===== src/rtl/pmwp_pkg.sv =====
// Package: shared constants and the register select encoding for the
// program memory write port. Assumes a 4-bit byte offset bus.
package pmwp_pkg;
    localparam logic [31:0] UNLOCK_KEY = 32'h1337_F7D1;
    localparam int          OFFS_W     = 4;

    typedef enum logic [1:0] {
        SEL_KEY    = 2'd0,
        SEL_TARGET = 2'd1,
        SEL_DATA   = 2'd2,
        SEL_NONE   = 2'd3
    } reg_sel_e;
endpackage


===== src/rtl/pmwp_decode.sv =====
// Register decode: turns one bus cycle into at most one of three write
// strobes. Assumes single-cycle acceptance; uses bus_addr[3:2] only.
module pmwp_decode
    import pmwp_pkg::*;
(
    input  logic              bus_valid,
    input  logic              bus_write,
    input  logic [OFFS_W-1:0] bus_addr,
    output logic              key_wr,
    output logic              target_wr,
    output logic              data_wr
);
    reg_sel_e sel;

    // Pick the register from the word-select bits.
    always_comb begin
        sel       = reg_sel_e'(bus_addr[3:2]);
        key_wr    = 1'b0;
        target_wr = 1'b0;
        data_wr   = 1'b0;
        if (bus_valid && bus_write) begin
            case (sel)
                SEL_KEY:    key_wr    = 1'b1;
                SEL_TARGET: target_wr = 1'b1;
                SEL_DATA:   data_wr   = 1'b1;
                default:    ;
            endcase
        end
    end
endmodule


===== src/rtl/pmwp_key_guard.sv =====
// Key guard: holds the open/closed state. Every key write re-evaluates
// it, so only an exact match leaves the port open. Sync active-low reset.
module pmwp_key_guard
    import pmwp_pkg::*;
#(
    parameter int DATA_W = 32
) (
    input  logic              clk,
    input  logic              rst_n,
    input  logic              key_wr,
    input  logic [DATA_W-1:0] key_val,
    output logic              is_open
);
    // Compare the written value with the key on every key write.
    always_ff @(posedge clk) begin
        if (!rst_n)
            is_open <= 1'b0;
        else if (key_wr)
            is_open <= (key_val == DATA_W'(UNLOCK_KEY));
    end
endmodule


===== src/rtl/pmwp_addr_ptr.sv =====
// Target address pointer: loaded whole by software and advanced by one
// word per accepted write. Load and advance never coincide.
module pmwp_addr_ptr #(
    parameter int ADDR_W = 32,
    parameter int STEP   = 4
) (
    input  logic              clk,
    input  logic              rst_n,
    input  logic              load,
    input  logic [ADDR_W-1:0] load_val,
    input  logic              advance,
    output logic [ADDR_W-1:0] ptr
);
    localparam logic [ADDR_W-1:0] STEP_V = ADDR_W'(STEP);

    // Load or step the pointer; wraps modulo 2^ADDR_W.
    always_ff @(posedge clk) begin
        if (!rst_n)
            ptr <= '0;
        else if (load)
            ptr <= load_val;
        else if (advance)
            ptr <= ptr + STEP_V;
    end
endmodule


===== src/rtl/progmem_write_port.sv =====
// Program memory write port top: decode, key guard and pointer, plus the
// registered write issue toward instruction memory. Outputs are registered;
// pm_wr_addr/pm_wr_data are meaningful only while pm_wr_en is high.
module progmem_write_port
    import pmwp_pkg::*;
#(
    parameter int DATA_W = 32,
    parameter int ADDR_W = 32
) (
    input  logic                      clk,
    input  logic                      rst_n,
    input  logic                      bus_valid,
    input  logic                      bus_write,
    input  logic [OFFS_W-1:0]         bus_addr,
    input  logic [DATA_W-1:0]         bus_wdata,
    output logic                      pm_wr_en,
    output logic [ADDR_W-$clog2(DATA_W/8)-1:0] pm_wr_addr,
    output logic [DATA_W-1:0]         pm_wr_data
);
    localparam int WORD_LSB = $clog2(DATA_W/8);
    localparam int STEP     = DATA_W/8;

    logic              key_wr, target_wr, data_wr;
    logic              port_open;
    logic              accept;
    logic [ADDR_W-1:0] tgt_addr;

    pmwp_decode u_decode (
        .bus_valid (bus_valid),
        .bus_write (bus_write),
        .bus_addr  (bus_addr),
        .key_wr    (key_wr),
        .target_wr (target_wr),
        .data_wr   (data_wr)
    );

    pmwp_key_guard #(.DATA_W(DATA_W)) u_guard (
        .clk     (clk),
        .rst_n   (rst_n),
        .key_wr  (key_wr),
        .key_val (bus_wdata),
        .is_open (port_open)
    );

    // A data write goes through only while the port is open.
    assign accept = data_wr && port_open;

    pmwp_addr_ptr #(.ADDR_W(ADDR_W), .STEP(STEP)) u_ptr (
        .clk      (clk),
        .rst_n    (rst_n),
        .load     (target_wr),
        .load_val (bus_wdata[ADDR_W-1:0]),
        .advance  (accept),
        .ptr      (tgt_addr)
    );

    // Register the write toward instruction memory, one cycle per word.
    always_ff @(posedge clk) begin
        if (!rst_n) begin
            pm_wr_en   <= 1'b0;
            pm_wr_addr <= '0;
            pm_wr_data <= '0;
        end else begin
            pm_wr_en <= accept;
            if (accept) begin
                pm_wr_addr <= tgt_addr[ADDR_W-1:WORD_LSB];
                pm_wr_data <= bus_wdata;
            end
        end
    end
endmodule


===== config.mk =====
export PLATFORM = sky130hd
export DESIGN_NAME = progmem_write_port
export DESIGN_NICKNAME = d
export VERILOG_FILES = /design/src/rtl/pmwp_pkg.sv /design/src/rtl/pmwp_decode.sv /design/src/rtl/pmwp_key_guard.sv /design/src/rtl/pmwp_addr_ptr.sv /design/src/rtl/progmem_write_port.sv
export SDC_FILE = /design/constraint.sdc
export NUM_CORES = 1
export LEC_CHECK = 0
export BUFFER_PORTS_ARGS = -buffer_cell sky130_fd_sc_hd__buf_4
export CORE_MARGIN = 10
export CORE_UTILIZATION = 50
export DETAILED_ROUTE_END_ITERATION = 10
export GPL_TIMING_DRIVEN = 1
export PLACE_DENSITY = 0.83
export SKIP_CTS_REPAIR_TIMING = 1
export SLEW_MARGIN = 20
export SYNTH_ARGS = -nofsm -noshare
export SYNTH_HDL_FRONTEND = slang
export SYNTH_SLANG_ARGS = --single-unit

===== constraint.sdc =====
create_clock -name clk -period 3.1 [get_ports clk]
set_clock_uncertainty 0.1 [all_clocks]
set_input_delay 0.31 -clock clk [delete_from_list [all_inputs] [get_ports clk]]
set_output_delay 0.31 -clock clk [all_outputs]
set_load 0.03 [all_outputs]

==> results.cfg, run 1 <==
[status]
outcome = finished, final reports clean

[synthesis]
ys_ff_latch = 94
ys_types = 54
ys_warn_count = 0
synth_top_area_share = 0.4476
synth_commonest_cells = 166 x nand2_1, 94 x dfxtp_1, 75 x a21oi_1
synth_area_um2 = 4204
synth.largest_area_cell = dfxtp_1
synth_edf_count = 0
synth_fp_nets = 591
seq_area_frac_synth = 0.4476
avgSynthCellArea_um2 = 7.644
synthTopCellsByArea = dfxtp_1 45%, nand2_1 15%, a21oi_1 8.9%
yosysMostFrequentCell = nand2_1
synthFlopType = dfxtp_1
postSynthCellCount = 550
ys_async_sr_fraction = 0

[worst_setup_path]
required_ps = 3300
path_max_fanout = 10
path_buf_inv = 0
crit_slowest_cell = or4_4
cp_top_family = simple AND/OR/NAND/NOR gates
arrival_ps = 2550
worstSetupStartpointType = flip-flop
crit_start = u_ptr.ptr[2]
crit_type = reg -> reg
r2r_start = u_ptr.ptr[2]
path_cells = ha_1, nand3_1, or4_4, or4_1, a31oi_1
slowest_delay_ps = 620
end_kind = flip-flop

[sta]
slew_headroom = 0.4335
max_freq_ghz = 0.4243
holdWs_ps = 99.76
fin_crit_ps = 2357
fin_crit_sh = 0.7603
worstMarginPinSlew_ps = 849.7
final.setup.tns_ps = 0
slew_violations = 0
timing.final.hold_violations = 0
rsz0062_at_grt = false
setup_viol = 0

[routing]
routed_wl_um = 12540
via_count = 4421
viasPerCell = 5.974
drt_iter0_drc = 498
drt-pass1-iter-count = 6
ant_nets = 0
post_drt_wl_per_cell_um = 16.94
drc_errors = 0

[floorplan]
die_x_um = 111.7
die_area_um2 = 12480
start_util = 0.5116
rows = 33
die_h_um = 111.7
core_area_um2 = 8217
ios = 103

[cts]
clock_latency_ps = 370
cts_root_buf = clkbuf_8
cts_buffer_depth = 2
tritoncts = built
clk_pin_slew_ps = 90
cts.sink_count = 94
cts_made_buffers = 9
htreeDepth = 3

[power]
max-vdd-ir-drop_mv = 0.2656
p_per_area_nw_per_um2 = 402.3
p_leak_nw = 1.860

[cells_and_area]
final_util = 0.6329
diodes = 0
final_net_count = 671
syn2layout_area_growth_pct = 23.69
drive_gt1_frac = 0.2157
final.fill_count = 723

[place]
dp_hpwl_um = 9031
port_buffers = 100
place_congestion = 0.8828

[global_routing]
overflow = 0
grt_usage = 0.1932
grt_pass1_vias = 4053
grt_max_degree = 55
antenna_found_initial = 0
grt_pass1_wl_um = 20530

[hold_path]
min_path_type = in -> reg
min_from = bus_wdata[4]

[flow_run]
drv_cap = 0
[layout by cell type (no fill, tap or decap), types with 2 or more instances in the layout]
master and instances:
nand3_1 14, nand2_1 165, a221o_1 5, inv_1 9
a211oi_1 2, buf_4 109, a31oi_1 9, clkbuf_8 10
o31a_1 2, a22oi_1 6, a32oi_1 6, a31o_2 2
nor2_1 14, nand4b_1 5, o211a_1 2, and4_1 2
o31ai_1 2, or4_1 7, clkinvlp_4 2, dfxtp_1 94
clkinv_2 2, nor3_1 10, nand4_1 10, a311oi_1 3
a21oi_1 75, or3_1 5, o21ai_0 11, o311ai_0 6
nor4_1 9, or4b_2 2, a311o_1 2, and3_1 6
[stage by stage]
stage	instance area, µm²	std cells	setup WS [ps]	total power, mW
finish	5200	740	743.1	2.092
global route	5200	740	604.3	2.164
CTS	5200	740	776.7	2.099
detailed placement	5025	724	797.4	1.369
global placement	5025	724	836.7	1.367
floorplan	4204	550	1016	1.299
[routing by layer]
| layer | part of all wire | track usage |
|---|---|---|
| met5 | 0 | 0 |
| met4 | 0.024 | 0.08226 |
| met3 | 0.11 | 0.05904 |
| met2 | 0.44 | 0.2801 |
| met1 | 0.42 | 0.2584 |
[worst register-to-register path: stages (launching register included)]
cell     delay (ps)
dfxtp_1         410
ha_1            220
nand3_1         290
or4_4           620
or4_1           490
a31oi_1         160
[registers in the layout, summed over array words and instances, names as in the netlist]
register         flops
pm_wr_addr          30
pm_wr_data          32
pm_wr_en             1
u_guard.is_open      1
u_ptr.ptr           30
[area by class of cell]
cell class / count / area, µm² / share of cell area
Multi-Input combinational cell: 405 / 2136 / 0.4107
Timing Repair Buffer: 110 / 838.3 / 0.1612
Clock buffer: 11 / 141.4 / 0.02719
Inverter: 10 / 37.54 / 0.007218
Clock inverter: 5 / 33.78 / 0.006497
Sequential cell: 94 / 1882 / 0.3619
Tap cell: 105 / 131.4 / 0.02526
[worst paths after layout]
path	cells after the start	slack (ps)	to
setup / recovery	5	740	u_ptr.ptr[20]
hold / removal	3	100	pm_wr_data[4]
setup reg to reg	5	740	u_ptr.ptr[20]
hold reg to reg	2	360	pm_wr_data[2]
[logic make-up after synthesis]
family                   Yosys count  share of synthesized area
adder cells (fa/ha/maj)            1                   0.002976
AO/OA/AOI/OAI                    141                     0.2104
XOR/XNOR                           1                   0.002084
AND/OR/NAND/NOR                  262                     0.2902
buffers and inverters             51                    0.04672
flip-flops                        94                     0.4476
[power breakdown]
| group | switching [mW] | internal [mW] |
|---|---|---|
| Clock | 0.433 | 0.314 |
| Combinational | 0.0679 | 0.0493 |
| Sequential | 0.0136 | 1.21 |
| Total | 0.514 | 1.58 |
(Power assumes the default switching activity.)
==> run 2: changes to the inputs <==
Clock period 3.1 ns to 2.4 ns, I/O delays scaled along.
==> run 2 against run 1 <==
Against the previous run: sequential power rose by 29%; global-route usage rose by 0.11 points; non-clock buffer count rose by 7; final area increased by 2.1%; die area unchanged; combinational power grew 34%; via count increased by 0.70%; core utilization is 1.3 points higher; clock-buffer cell count down 2; largest power group unchanged; highest routed layer unchanged.
==> results.cfg, run 2 (same netlist as run 1, synthesis figures left out) <==
[power]
p_leak_nw = 1.927
max-vdd-ir-drop_mv = 0.3689
p_per_area_nw_per_um2 = 560.3

[cells_and_area]
top_register = pm_wr_data
final_util = 0.6463
final_net_count = 678
final_common_cell = nand2_1
final.fill_count = 691
reg.largest.list = pm_wr_data x32, pm_wr_addr x30, u_ptr.ptr x30
largest_reg_flops = 32
seqCellArea_um2 = 1882
multi_input_area_um2 = 2136
most-common-layout-cells = 165 x nand2_1, 116 x buf_4, 94 x dfxtp_1, 75 x a21oi_1
final_cell_area_um2 = 5310
diodes = 0
drive_gt1_frac = 0.2246
syn2layout_area_growth_pct = 26.31

[worst_setup_path]
slowest_delay_ps = 540
arrival_ps = 2350
crit_type = reg -> reg
worstSetupStartpointType = flip-flop
r2r_start = u_ptr.ptr[2]
path_max_fanout = 7
end_kind = flip-flop
rr_endpoint = u_ptr.ptr[22]
path_cells = ha_1, nand3_1, or4_4, or4_1, a31oi_1
worstRegToRegCells = 5
regToRegSetupSlack_ps = 240
required_ps = 2590
crit_slowest_cell = or4_4

[cts]
clock_latency_ps = 360
cts_made_buffers = 9
htreeDepth = 3
clk_pin_slew_ps = 90
cts.sink_count = 94
cts_root_buf = clkbuf_8
cts_buffer_depth = 2
tritoncts = built

[routing]
drc_errors = 0
routed_wl_um = 12690
post_drt_wl_per_cell_um = 17.01
drt_iter0_drc = 494
viasPerCell = 5.968
drt-pass1-iter-count = 6
ant_nets = 0
via_count = 4452

[sta]
slew_violations = 0
fin_crit_sh = 0.9002
max_freq_ghz = 0.4629
timing.final.hold_violations = 0
worstMarginPinSlew_ps = 497.5
rsz0062_at_grt = false
setup_ws_ps = 239.5
fin_crit_ps = 2160
final.setup.tns_ps = 0
setup_viol = 0
slew_headroom = 0.6666

[hold_path]
holdPathStages = 3
min_from = bus_wdata[7]
holdPathEnd = pm_wr_data[7]
min_path_type = in -> reg

[floorplan]
die_area_um2 = 12480
core_area_um2 = 8217
ios = 103
rows = 33
die_h_um = 111.7
start_util = 0.5116
die_x_um = 111.7

[place]
pre_cts_ws_ps = 268.4
place_congestion = 0.8753
dp_hpwl_um = 9229
postPlaceCellArea_um2 = 5077
port_buffers = 100

[global_routing]
grt_max_degree = 61
grt_pass1_vias = 4284
antenna_found_initial = 0
grt_pass1_wl_um = 21060
grt_usage = 0.1943
overflow = 0

[flow_run]
drv_cap = 0

[status]
outcome = finished, final reports clean
run 2: cell count changes in the layout (fill, tap and decap cells not counted):
cell,before,now
clkbuf_1,1,0
clkbuf_8,10,9
buf_4,109,116
bufinv_16,0,3
clkinvlp_4,2,0
run 2: layer usage:
metal | part of all wire | wire length, µm | up-vias | track usage
met5 | 0 | 0 | - | 0
met4 | 0.021 | 272 | 0 | 0.06769
met3 | 0.10 | 1305 | 34 | 0.05904
met2 | 0.45 | 5699 | 226 | 0.2922
met1 | 0.43 | 5413 | 2059 | 0.2567
li1 | - | - | 2133 | -
run 2: metrics by stage:
step / hold slack [ps] / instances / total power [mW]
detailed placement: 349.3 / 731 / 1.775
global route: 43.38 / 746 / 3.062
finish: 39.87 / 746 / 2.975
global placement: 343.1 / 731 / 1.769
floorplan: 272.8 / 550 / 1.679
CTS: 32.92 / 746 / 2.986
run 2: worst max-delay path: cells and delay by family, from the launching register on:
| family | cells | cell delay, ps |
|---|---|---|
| compound gates | 1 | 170 |
| fa+ha+maj | 1 | 240 |
| flops | 1 | 430 |
| simple gates | 3 | 1160 |
run 2: worst max-delay path by stage:
stage	end	startpoint	depth (start not counted)
after CTS	u_ptr.ptr[20]	u_ptr.ptr[2]	5
after floorplan	u_ptr.ptr[22]	u_ptr.ptr[2]	5
final	u_ptr.ptr[22]	u_ptr.ptr[2]	5
after detailed placement	u_ptr.ptr[28]	bus_write	6
after global placement	u_ptr.ptr[28]	bus_write	6
after global routing	u_ptr.ptr[20]	u_ptr.ptr[2]	5
run 2: cell type report:
type,instances,area share
Multi-Input combinational cell,405,0.4022
Sequential cell,94,0.3544
Timing Repair Buffer,117,0.1678
Tap cell,105,0.02474
Clock buffer,9,0.02333
Clock inverter,6,0.02050
Inverter,10,0.007069
run 2: report_power, final:
group          switching (mW)  total [mW]  internal (mW)
Sequential             0.0177        1.59           1.57
Combinational          0.0894       0.157         0.0679
Clock                   0.545        1.23          0.686
Total                   0.652        2.98           2.32
==> run 3: changes to the inputs <==
Settings changed: CELL_PAD_IN_SITES_DETAIL_PLACEMENT set to 0, CELL_PAD_IN_SITES_GLOBAL_PLACEMENT set to 1, CORE_UTILIZATION 50 to 38, PLACE_DENSITY 0.83 to 0.87.
==> run 3 against run 2 <==
Against the previous run: first-iteration DRC count is 26% lower; setup slack improved by 15 ps; core utilization is 16 points lower; largest power group unchanged; cell count up 5.0%; combinational power about the same; clock power fell by 26%; critical endpoint is now u_ptr.ptr[20]; maximum frequency increased by 0.70%; critical path depth down 1.
==> results.cfg, run 3 (same netlist as run 1, synthesis figures left out) <==
[sta]
fin_crit_ps = 2146
max_freq_ghz = 0.4661
setup_viol = 0
rsz0062_at_grt = false
final.setup.tns_ps = 0
slew_violations = 0
worstMarginPinSlew_ps = 571.1
slew_headroom = 0.6184
fin_crit_sh = 0.8940
timing.final.hold_violations = 0

[cells_and_area]
diodes = 0
seqCellArea_um2 = 1882
syn2layout_area_growth_pct = 25.89
final.fill_count = 1113
multi_input_area_um2 = 2136
drive_gt1_frac = 0.2240
final_net_count = 680
reg.largest.list = pm_wr_data x32, pm_wr_addr x30, u_ptr.ptr x30
final_util = 0.4882
final_common_cell = nand2_1
top_register = pm_wr_data
most-common-layout-cells = 165 x nand2_1, 118 x buf_4, 94 x dfxtp_1, 75 x a21oi_1
largest_reg_flops = 32

[floorplan]
die_x_um = 125.2
start_util = 0.3878
core_area_um2 = 10840
ios = 103
die_h_um = 125.2
die_area_um2 = 15670
rows = 38

[place]
dp_hpwl_um = 9835
place_congestion = 0.8737
port_buffers = 100

[worst_setup_path]
rr_endpoint = u_ptr.ptr[20]
path_max_fanout = 8
worstRegToRegCells = 4
crit_start = u_ptr.ptr[6]
crit_type = reg -> reg
cp_top_family = simple AND/OR/NAND/NOR gates
r2r_start = u_ptr.ptr[6]
slowest_delay_ps = 610
regToRegSetupSlack_ps = 250
required_ps = 2590
endpoint = u_ptr.ptr[20]
worstSetupStartpointType = flip-flop
crit_slowest_cell = or4_4
arrival_ps = 2340
path_buf_inv = 0
cp.depth = 4
path_cells = nand4_2, or4_4, or4_1, a31oi_1
end_kind = flip-flop

[cts]
cts_made_buffers = 9
tritoncts = built
clk_pin_slew_ps = 90
clock_latency_ps = 360
cts_buffer_depth = 2
cts.sink_count = 94
cts_root_buf = clkbuf_8
htreeDepth = 3

[hold_path]
holdPathStages = 3
min_path_type = in -> reg
min_from = bus_wdata[21]

[status]
outcome = finished, final reports clean

[power]
p_per_area_nw_per_um2 = 501.7
max-vdd-ir-drop_mv = 0.2533
p_seq_frac = 0.597
p_sw_mw = 0.6528
internal_power_mw = 2.003
p_sw_frac = 0.2458
pwr-share-clk = 0.345
p_comb_frac = 0.058
p_leak_nw = 1.891

[routing]
drt-pass1-iter-count = 5
via_count = 4371
post_drt_wl_per_cell_um = 16.95
routed_wl_um = 13270
drc_errors = 0
ant_nets = 0
drt_iter0_drc = 367
viasPerCell = 5.582

[global_routing]
grt_usage = 0.1646
antenna_found_initial = 0
overflow = 0
grt_max_degree = 43
grt_pass1_wl_um = 21780
grt_pass1_vias = 4194

[flow_run]
drv_cap = 0
==> run 3: power groups by stage <==
stage	clock [mW]	sequential (mW)	combinational (mW)
2_1_floorplan	0	1.62	0.0626
3_3_place_gp	0	1.62	0.150
6_report	0.915	1.59	0.154
4_1_cts	0.939	1.59	0.153
3_5_place_dp	0	1.62	0.152
5_1_grt	0.999	1.59	0.168
==> run 3: worst min-delay path by stage <==
stage	slack, ps	endpoint
2_1_floorplan	270	u_ptr.ptr[21]
3_3_place_gp	340	pm_wr_data[15]
3_5_place_dp	350	pm_wr_addr[22]
4_1_cts	20	u_ptr.ptr[21]
5_1_grt	30	pm_wr_data[25]
6_report	30	u_ptr.ptr[21]
==> run 3: layout make-up <==
type / instances / share of cell area
Inverter: 10 / 0.007092
Clock buffer: 11 / 0.02482
Clock inverter: 4 / 0.004728
Tap cell: 140 / 0.03310
Sequential cell: 94 / 0.3556
Timing Repair Buffer: 119 / 0.1712
Multi-Input combinational cell: 405 / 0.4035
==> run 3: metal layers <==
layer  track usage  up-vias  share of wire
met5             0        -              0
met4       0.06098        0          0.021
met3       0.04056       21          0.080
met2        0.2465      191           0.43
met1        0.2233     2020           0.47
li1              -     2139              -
==> run 3: stage by stage <==
stage	total power [mW]	setup slack (ps)	hold WS (ps)	cell area, µm²	instances
after global routing	2.757	89.86	31.47	5293	783
after global placement	1.772	349.5	343.4	5136	768
after detailed placement	1.775	308.8	348.4	5136	768
after CTS	2.677	260.1	17.99	5293	783
after floorplan	1.679	316.1	272.8	4204	550
final	2.655	254.4	33.76	5293	783
==> run 3: worst min-delay path, cell delays in order <==
cell and delay, ps:
buf_4 110, nand3_1 60, nand3_1 60
